## src/rtl/iar_pkg.sv

```systemverilog
package iar_pkg;

    localparam int ADDR_W = 15;
    localparam int BYTE_W = 8;
    localparam int PAGE_W = ADDR_W - BYTE_W;

    typedef logic [ADDR_W-1:0] addr_t;
    typedef logic [BYTE_W-1:0] byte_t;

    typedef enum logic [2:0] {
        SEQ_IDLE   = 3'd0,
        SEQ_ADR_LO = 3'd1,
        SEQ_DAT_LO = 3'd2,
        SEQ_ADR_HI = 3'd3,
        SEQ_DAT_HI = 3'd4
    } seq_e;

    // decoded addressing fields of a memory-reference instruction
    typedef struct packed {
        logic  indirect;
        logic  zero_page;
        byte_t offset;
    } mref_t;

    // pointer fetched from memory: top bit requests another level
    typedef struct packed {
        logic  chained;
        addr_t target;
    } ptr_t;

    typedef struct packed {
        byte_t hi;
        byte_t lo;
    } bus_word_t;

    function automatic mref_t decode_mref(byte_t op, byte_t opnd);
        mref_t m;
        m.indirect  = op[1];
        m.zero_page = op[0];
        m.offset    = opnd;
        return m;
    endfunction

    function automatic addr_t page_location(mref_t m, addr_t pc);
        logic [PAGE_W-1:0] page;
        page = m.zero_page ? '0 : pc[ADDR_W-1:BYTE_W];
        return {page, m.offset};
    endfunction

    function automatic addr_t step_addr(addr_t a);
        return a + addr_t'(1);
    endfunction

    function automatic bus_word_t addr_to_bus(addr_t a);
        bus_word_t w;
        w.hi = {1'b0, a[ADDR_W-1:BYTE_W]};
        w.lo = a[BYTE_W-1:0];
        return w;
    endfunction

    function automatic ptr_t join_ptr(byte_t hi, byte_t lo);
        ptr_t p;
        p.chained = hi[BYTE_W-1];
        p.target  = {hi[BYTE_W-2:0], lo};
        return p;
    endfunction

endpackage

```

## src/rtl/iar_mref_decode.sv

```systemverilog
module iar_mref_decode
    import iar_pkg::*;
(
    input  logic [7:0]        instr_i,
    input  logic [7:0]        operand_i,
    input  logic [ADDR_W-1:0] pc_i,
    output mref_t             mref_o,
    output addr_t             loc_o
);
    // opcode field and low pc bits do not take part in addressing
    logic unused_fields;
    assign unused_fields = ^{instr_i[7:2], pc_i[BYTE_W-1:0]};

    always_comb begin
        mref_o = decode_mref(instr_i, operand_i);
        loc_o  = page_location(mref_o, pc_i);
    end
endmodule

```

## src/rtl/iar_ptr_gather.sv

```systemverilog
module iar_ptr_gather
    import iar_pkg::*;
(
    input  logic  clk,
    input  logic  rst,
    input  logic  take_lo,
    input  byte_t byte_i,
    output ptr_t  ptr_o
);
    byte_t lo_q;

    always_ff @(posedge clk) begin
        if (rst) begin
            lo_q <= '0;
        end else if (take_lo) begin
            lo_q <= byte_i;
        end
    end

    // high byte is consumed in the same cycle it arrives
    assign ptr_o = join_ptr(byte_i, lo_q);
endmodule

```

## src/rtl/iar_depth_guard.sv

```systemverilog
module iar_depth_guard #(
    parameter int MAX_DEPTH = 8
) (
    input  logic clk,
    input  logic rst,
    input  logic clear,
    input  logic advance,
    output logic last_level
);
    localparam int CNT_W = (MAX_DEPTH > 1) ? $clog2(MAX_DEPTH) : 1;
    localparam logic [CNT_W-1:0] LAST_IDX = CNT_W'(MAX_DEPTH - 1);

    logic [CNT_W-1:0] fetched_q;

    always_ff @(posedge clk) begin
        if (rst || clear) begin
            fetched_q <= '0;
        end else if (advance) begin
            fetched_q <= fetched_q + 1'b1;
        end
    end

    // the fetch now finishing is number fetched_q + 1
    assign last_level = (fetched_q == LAST_IDX);
endmodule

```

## src/rtl/iar_bus_drive.sv

```systemverilog
module iar_bus_drive
    import iar_pkg::*;
(
    input  seq_e  state_i,
    input  addr_t base_i,
    output logic  ale_o,
    output logic  rd_o,
    output byte_t hi_o,
    output byte_t lo_o
);
    bus_word_t word;
    addr_t     target;

    always_comb begin
        ale_o  = (state_i == SEQ_ADR_LO) || (state_i == SEQ_ADR_HI);
        rd_o   = (state_i == SEQ_DAT_LO) || (state_i == SEQ_DAT_HI);
        target = (state_i == SEQ_ADR_HI) ? step_addr(base_i) : base_i;
        word   = ale_o ? addr_to_bus(target) : '0;
        hi_o   = word.hi;
        lo_o   = word.lo;
    end
endmodule

```

## src/rtl/iar_resolver.sv

```systemverilog
module iar_resolver
    import iar_pkg::*;
#(
    parameter int MAX_DEPTH = 8
) (
    input  logic        clk,
    input  logic        rst,
    input  logic        start_valid,
    output logic        start_ready,
    input  logic [7:0]  instr_i,
    input  logic [7:0]  operand_i,
    input  logic [14:0] pc_i,
    output logic [7:0]  bus_hi_o,
    output logic [7:0]  bus_lo_o,
    input  logic [7:0]  bus_lo_i,
    output logic        bus_ale_o,
    output logic        bus_rd_o,
    output logic [14:0] ea_o,
    output logic        done_o,
    output logic        err_o
);
    seq_e  state_q;
    addr_t cur_q;
    addr_t ea_q;
    logic  done_q;
    logic  err_q;

    mref_t mref;
    addr_t start_loc;
    ptr_t  ptr_now;
    logic  last_level;
    logic  accept;
    logic  chain_on;

    iar_mref_decode u_decode (
        .instr_i   (instr_i),
        .operand_i (operand_i),
        .pc_i      (pc_i),
        .mref_o    (mref),
        .loc_o     (start_loc)
    );

    iar_ptr_gather u_gather (
        .clk     (clk),
        .rst     (rst),
        .take_lo (state_q == SEQ_DAT_LO),
        .byte_i  (bus_lo_i),
        .ptr_o   (ptr_now)
    );

    iar_depth_guard #(.MAX_DEPTH(MAX_DEPTH)) u_guard (
        .clk        (clk),
        .rst        (rst),
        .clear      (accept),
        .advance    (chain_on),
        .last_level (last_level)
    );

    iar_bus_drive u_bus (
        .state_i (state_q),
        .base_i  (cur_q),
        .ale_o   (bus_ale_o),
        .rd_o    (bus_rd_o),
        .hi_o    (bus_hi_o),
        .lo_o    (bus_lo_o)
    );

    assign start_ready = (state_q == SEQ_IDLE);
    assign accept      = start_valid && start_ready;
    assign chain_on    = (state_q == SEQ_DAT_HI) && ptr_now.chained && !last_level;

    always_ff @(posedge clk) begin
        if (rst) begin
            state_q <= SEQ_IDLE;
            cur_q   <= '0;
            ea_q    <= '0;
            done_q  <= 1'b0;
            err_q   <= 1'b0;
        end else begin
            done_q <= 1'b0;
            err_q  <= 1'b0;
            unique case (state_q)
                SEQ_IDLE: begin
                    if (accept) begin
                        if (mref.indirect) begin
                            cur_q   <= start_loc;
                            state_q <= SEQ_ADR_LO;
                        end else begin
                            ea_q   <= start_loc;
                            done_q <= 1'b1;
                        end
                    end
                end
                SEQ_ADR_LO: state_q <= SEQ_DAT_LO;
                SEQ_DAT_LO: state_q <= SEQ_ADR_HI;
                SEQ_ADR_HI: state_q <= SEQ_DAT_HI;
                SEQ_DAT_HI: begin
                    if (!ptr_now.chained) begin
                        ea_q    <= ptr_now.target;
                        done_q  <= 1'b1;
                        state_q <= SEQ_IDLE;
                    end else if (last_level) begin
                        ea_q    <= '0;
                        err_q   <= 1'b1;
                        done_q  <= 1'b1;
                        state_q <= SEQ_IDLE;
                    end else begin
                        cur_q   <= ptr_now.target;
                        state_q <= SEQ_ADR_LO;
                    end
                end
                default: state_q <= SEQ_IDLE;
            endcase
        end
    end

    assign ea_o   = ea_q;
    assign done_o = done_q;
    assign err_o  = err_q;
endmodule

```

## config.mk

```make
export PLATFORM = sky130hd
export DESIGN_NAME = iar_resolver
export DESIGN_NICKNAME = d
export VERILOG_FILES = /design/src/rtl/iar_pkg.sv /design/src/rtl/iar_mref_decode.sv /design/src/rtl/iar_ptr_gather.sv /design/src/rtl/iar_depth_guard.sv /design/src/rtl/iar_bus_drive.sv /design/src/rtl/iar_resolver.sv
export SDC_FILE = /design/constraint.sdc
export NUM_CORES = 1
export LEC_CHECK = 0
export BUFFER_PORTS_ARGS = -buffer_cell sky130_fd_sc_hd__buf_2
export CAP_MARGIN = 0
export CORE_UTILIZATION = 55
export CTS_BUF_LIST = sky130_fd_sc_hd__clkbuf_4 sky130_fd_sc_hd__clkbuf_8
export CTS_CLUSTER_SIZE = 14
export DETAILED_ROUTE_END_ITERATION = 16
export PLACE_DENSITY = 0.85
export SLEW_MARGIN = 20
export SYNTH_ARGS = -nofsm -noshare
export SYNTH_HDL_FRONTEND = slang
export SYNTH_SLANG_ARGS = --single-unit
```

## constraint.sdc

```tcl
create_clock -name clk -period 4.25 [get_ports clk]
set_clock_uncertainty 0.05 [all_clocks]
set_input_delay 0.6375 -clock clk [delete_from_list [all_inputs] [get_ports clk]]
set_output_delay 0.6375 -clock clk [all_outputs]
set_load 0.02 [all_outputs]
```

==> metrics.md <==
| Metric | Value |
|---|---|
| Most frequent cells in the layout | buf_2 (62), dfxtp_1 (46), nor2_1 (38), a21oi_1 (26), a211oi_1 (15) |
| Non-Filler Instances | between 300 and 400 |
| Final Max Tran Viols | 0 |
| CP max FO | 14 |
| Die height | about 70 µm |
| PnR worst setup slack | around 1.3 ns |
| Fin crit period | between 2 and 3 ns |
| Placeable Area | 4140 µm² |
| Clock buffer depth | 2 |
| Unrepaired setup endpoints after global routing | false |
| LEAKAGE | ~0.0011 µW |
| Clock transition at path regs | 0.08 ns |
| Synth area leader | dfxtp_1 |
| Synth Instances | 279 |
| Fraction of layout cells with a size suffix above 1 | 27.2% |
| DRC | 0 |
| CTS H-tree lvls | 2 |
| Critical Path RT | 3.56 ns |
| Worst hold start | u_guard.fetched_q[1] |
| Cell Area, Synth | 2470 µm² |
| CTS tree | done |
| Port-buffer cells | 62 |
| Worst Hold Endpoint | u_guard.fetched_q[1] |
| Clk_lat worst skew | 0.29 ns |
| Relative slew margins | 43.5% |
| CP arrival | 2.23 ns |
| Vias in the first global route | 1,776 |
| # setup viols final | 0 |
| Pre-CTS setup slack | 1.67 ns |
| Worst path cell trace | and4_1 -> nand2_1 -> or3_1 -> a21oi_1 -> buf_2 |
| Post-Syn Nets | 324 |
| I/O pin count | between 70 and 80 |
| Routed WL | 5310 µm |
| Clock Sinks | 46 |
| Crit. End Element | output pin |
| DRT iter0 DRCs | 114 |
| Gr usage total | 23.2% |
| Clock root buffer | clkbuf_8 |
| F_max | 343 MHz |
| Worst r2r src | state_q[1] |
| Setup TNS | 0 ns |
| Distinct cell type count after synthesis | 46 |
| Commonest non-fill, non-tap cell in the layout | buf_2 |
| Synth async-reset ratio | 0% |
| PD cells | 343 nW/µm² |
| Post-synth top area share | 37.3% |
| Slowest CP cell | dfxtp_1 |
| Crit path launch | state_q[1] |
| Final hold slack | 0.454 ns |
| Worst path top cell family by delay | simple AND/OR/NAND/NOR gates |
| Detailed Routing Iterations Pass 1 | 5 |
| Site row count | 23 |
| Reg2Reg Setup Slack | 1.87 ns |
| Total CTS buffers | 5 |
| Mapped Avg Cell Area | between 8 and 9 µm² |
| Hold buffers post-CTS | 0 |
| Top FF cell, synth | dfxtp_1 |
| Placed instance count | 368 |
| Nets | 370 |
| ANT nets after route | 0 |
| DPL Wire Length | 3870 µm |
| Worst path buffer plus inverter count | 1 |
| Gpl congestion | 0.923 |
| Worst setup SP type | register |
| Synth area leaders | dfxtp_1 (37%), nor2_1 (5.8%), a21oi_1 (5.3%) |
| HP Class | register to register |
| Hold Crit Depth | 2 |
| ANT cells | 0 |
| Synth warn | 0 |
| Synthesized flop and latch total | 46 |
| Worst flop-to-flop path endpoint | cur_q[3] |
| Gr ovfl total | 0 |
| Area Growth Syn to Fin | 13.4% |
| Starting Density | 59.5% |
| Number of enable flip-flop cells after synthesis | 0 |
| Sequential area share after synthesis | 37.3% |
| Via count | 2,140 |
| Slowest stage delay, CP | roughly 0.72 ns |
| DIE AREA | 4760 µm² |
| Worst Max-Slew Pin Slew | roughly 0.85 ns |
| Post-CTS Setup Repair Bufs | 0 |
| First-pass GRT wire length | roughly 8000 µm |
| Worst Reg-to-Reg Cells | 4 |
| Status | finished, final reports clean |
| Final Hold Fails | 0 |
| Die width | around 70 µm |
| CP Class | register to output pin |
| Crit share post-route | 68.6% |
| Initial antenna violation count | 0 |
| Largest net degree at the start of global routing | 45 |
| WL/cell | 14.2 µm |
| VDD IR-drop max | 0.000247 V |
| Post-cts sizing count | 0 |
| Maximum Capacitance Violations | 0 |
| Routed vias/inst | 5.72 |
## synth_stat cells, drive strengths merged, types with 6 or more instances
library cell and instances:
nand2 6, clkbuf 11, a211oi 23, mux2i 12, buf 14, dfxtp 46, a22oi 14, a21oi 26
xor2 6, nor2 41, nor3b 12, o22ai 8, nor3 12
## power by group
group	internal [µW]	total, µW	switching (µW)
Sequential	465	500	35.3
Combinational	80.8	206	125
Clock	125	255	130
## worst min-delay path: cells and delay by family (launching register included)
kind	cells	cell delay (ns)
flip-flops	1	0.33
multiplexers	1	0.07
AND/OR/NAND/NOR	1	0.07
## sequential cells by signal (all words and copies together) (netlist names)
name,count
u_guard.fetched_q,3
ea_o,15
u_gather.lo_q,8
cur_q,15
state_q,3
done_o,1
err_o,1
## how the worst max path moves through the flow
stage / cells after the start / endpoint
2_1_floorplan: 5 / bus_hi_o[6]
3_3_place_gp: 5 / bus_hi_o[5]
3_5_place_dp: 5 / bus_hi_o[5]
4_1_cts: 5 / bus_hi_o[5]
5_1_grt: 5 / bus_hi_o[5]
6_report: 5 / bus_hi_o[5]
## final cells by class
cell class | count | area [µm²]
Inverter | 2 | 7.51
Tap cell | 50 | 62.6
Multi-Input combinational cell | 206 | 1400
Timing Repair Buffer | 64 | 325
Fill cell | 337 | 1350
Clock buffer | 6 | 82.6
Sequential cell | 46 | 921
## layer usage
layer  vias up  GRT usage (%)  wire, µm
met2        64           36.2      2550
met1       968           32.5      2510
li1       1108              -         -
met4         0           5.36         0
met5         -              0         0
met3         0           4.93       251
## logic make-up (layout without fill, tap and decap cells)
group | Yosys count | in the layout | share of synthesized area [%]
AOI/OAI and AO/OA | 78 | 78 | 22.3
xor gates and xnor gates | 11 | 11 | 3.90
and+or+nand+nor | 100 | 100 | 23.5
other | 1 | 1 | 0.152
adders and majority gates | 3 | 3 | 1.52
muxes | 13 | 13 | 5.32
DFF | 46 | 46 | 37.3
buffers and inverters | 27 | 72 | 5.98
## metrics by stage
step / power (µW) / instance area (µm²) / util, %
after floorplan: 657 / 2470 / -
after global placement: 708 / 2720 / 65.5
after detailed placement: 713 / 2720 / 65.5
after CTS: 966 / 2800 / 67.5
after global routing: 1010 / 2800 / 67.5
final: 961 / 2800 / 67.5
Power figures use the tool's default switching activity.
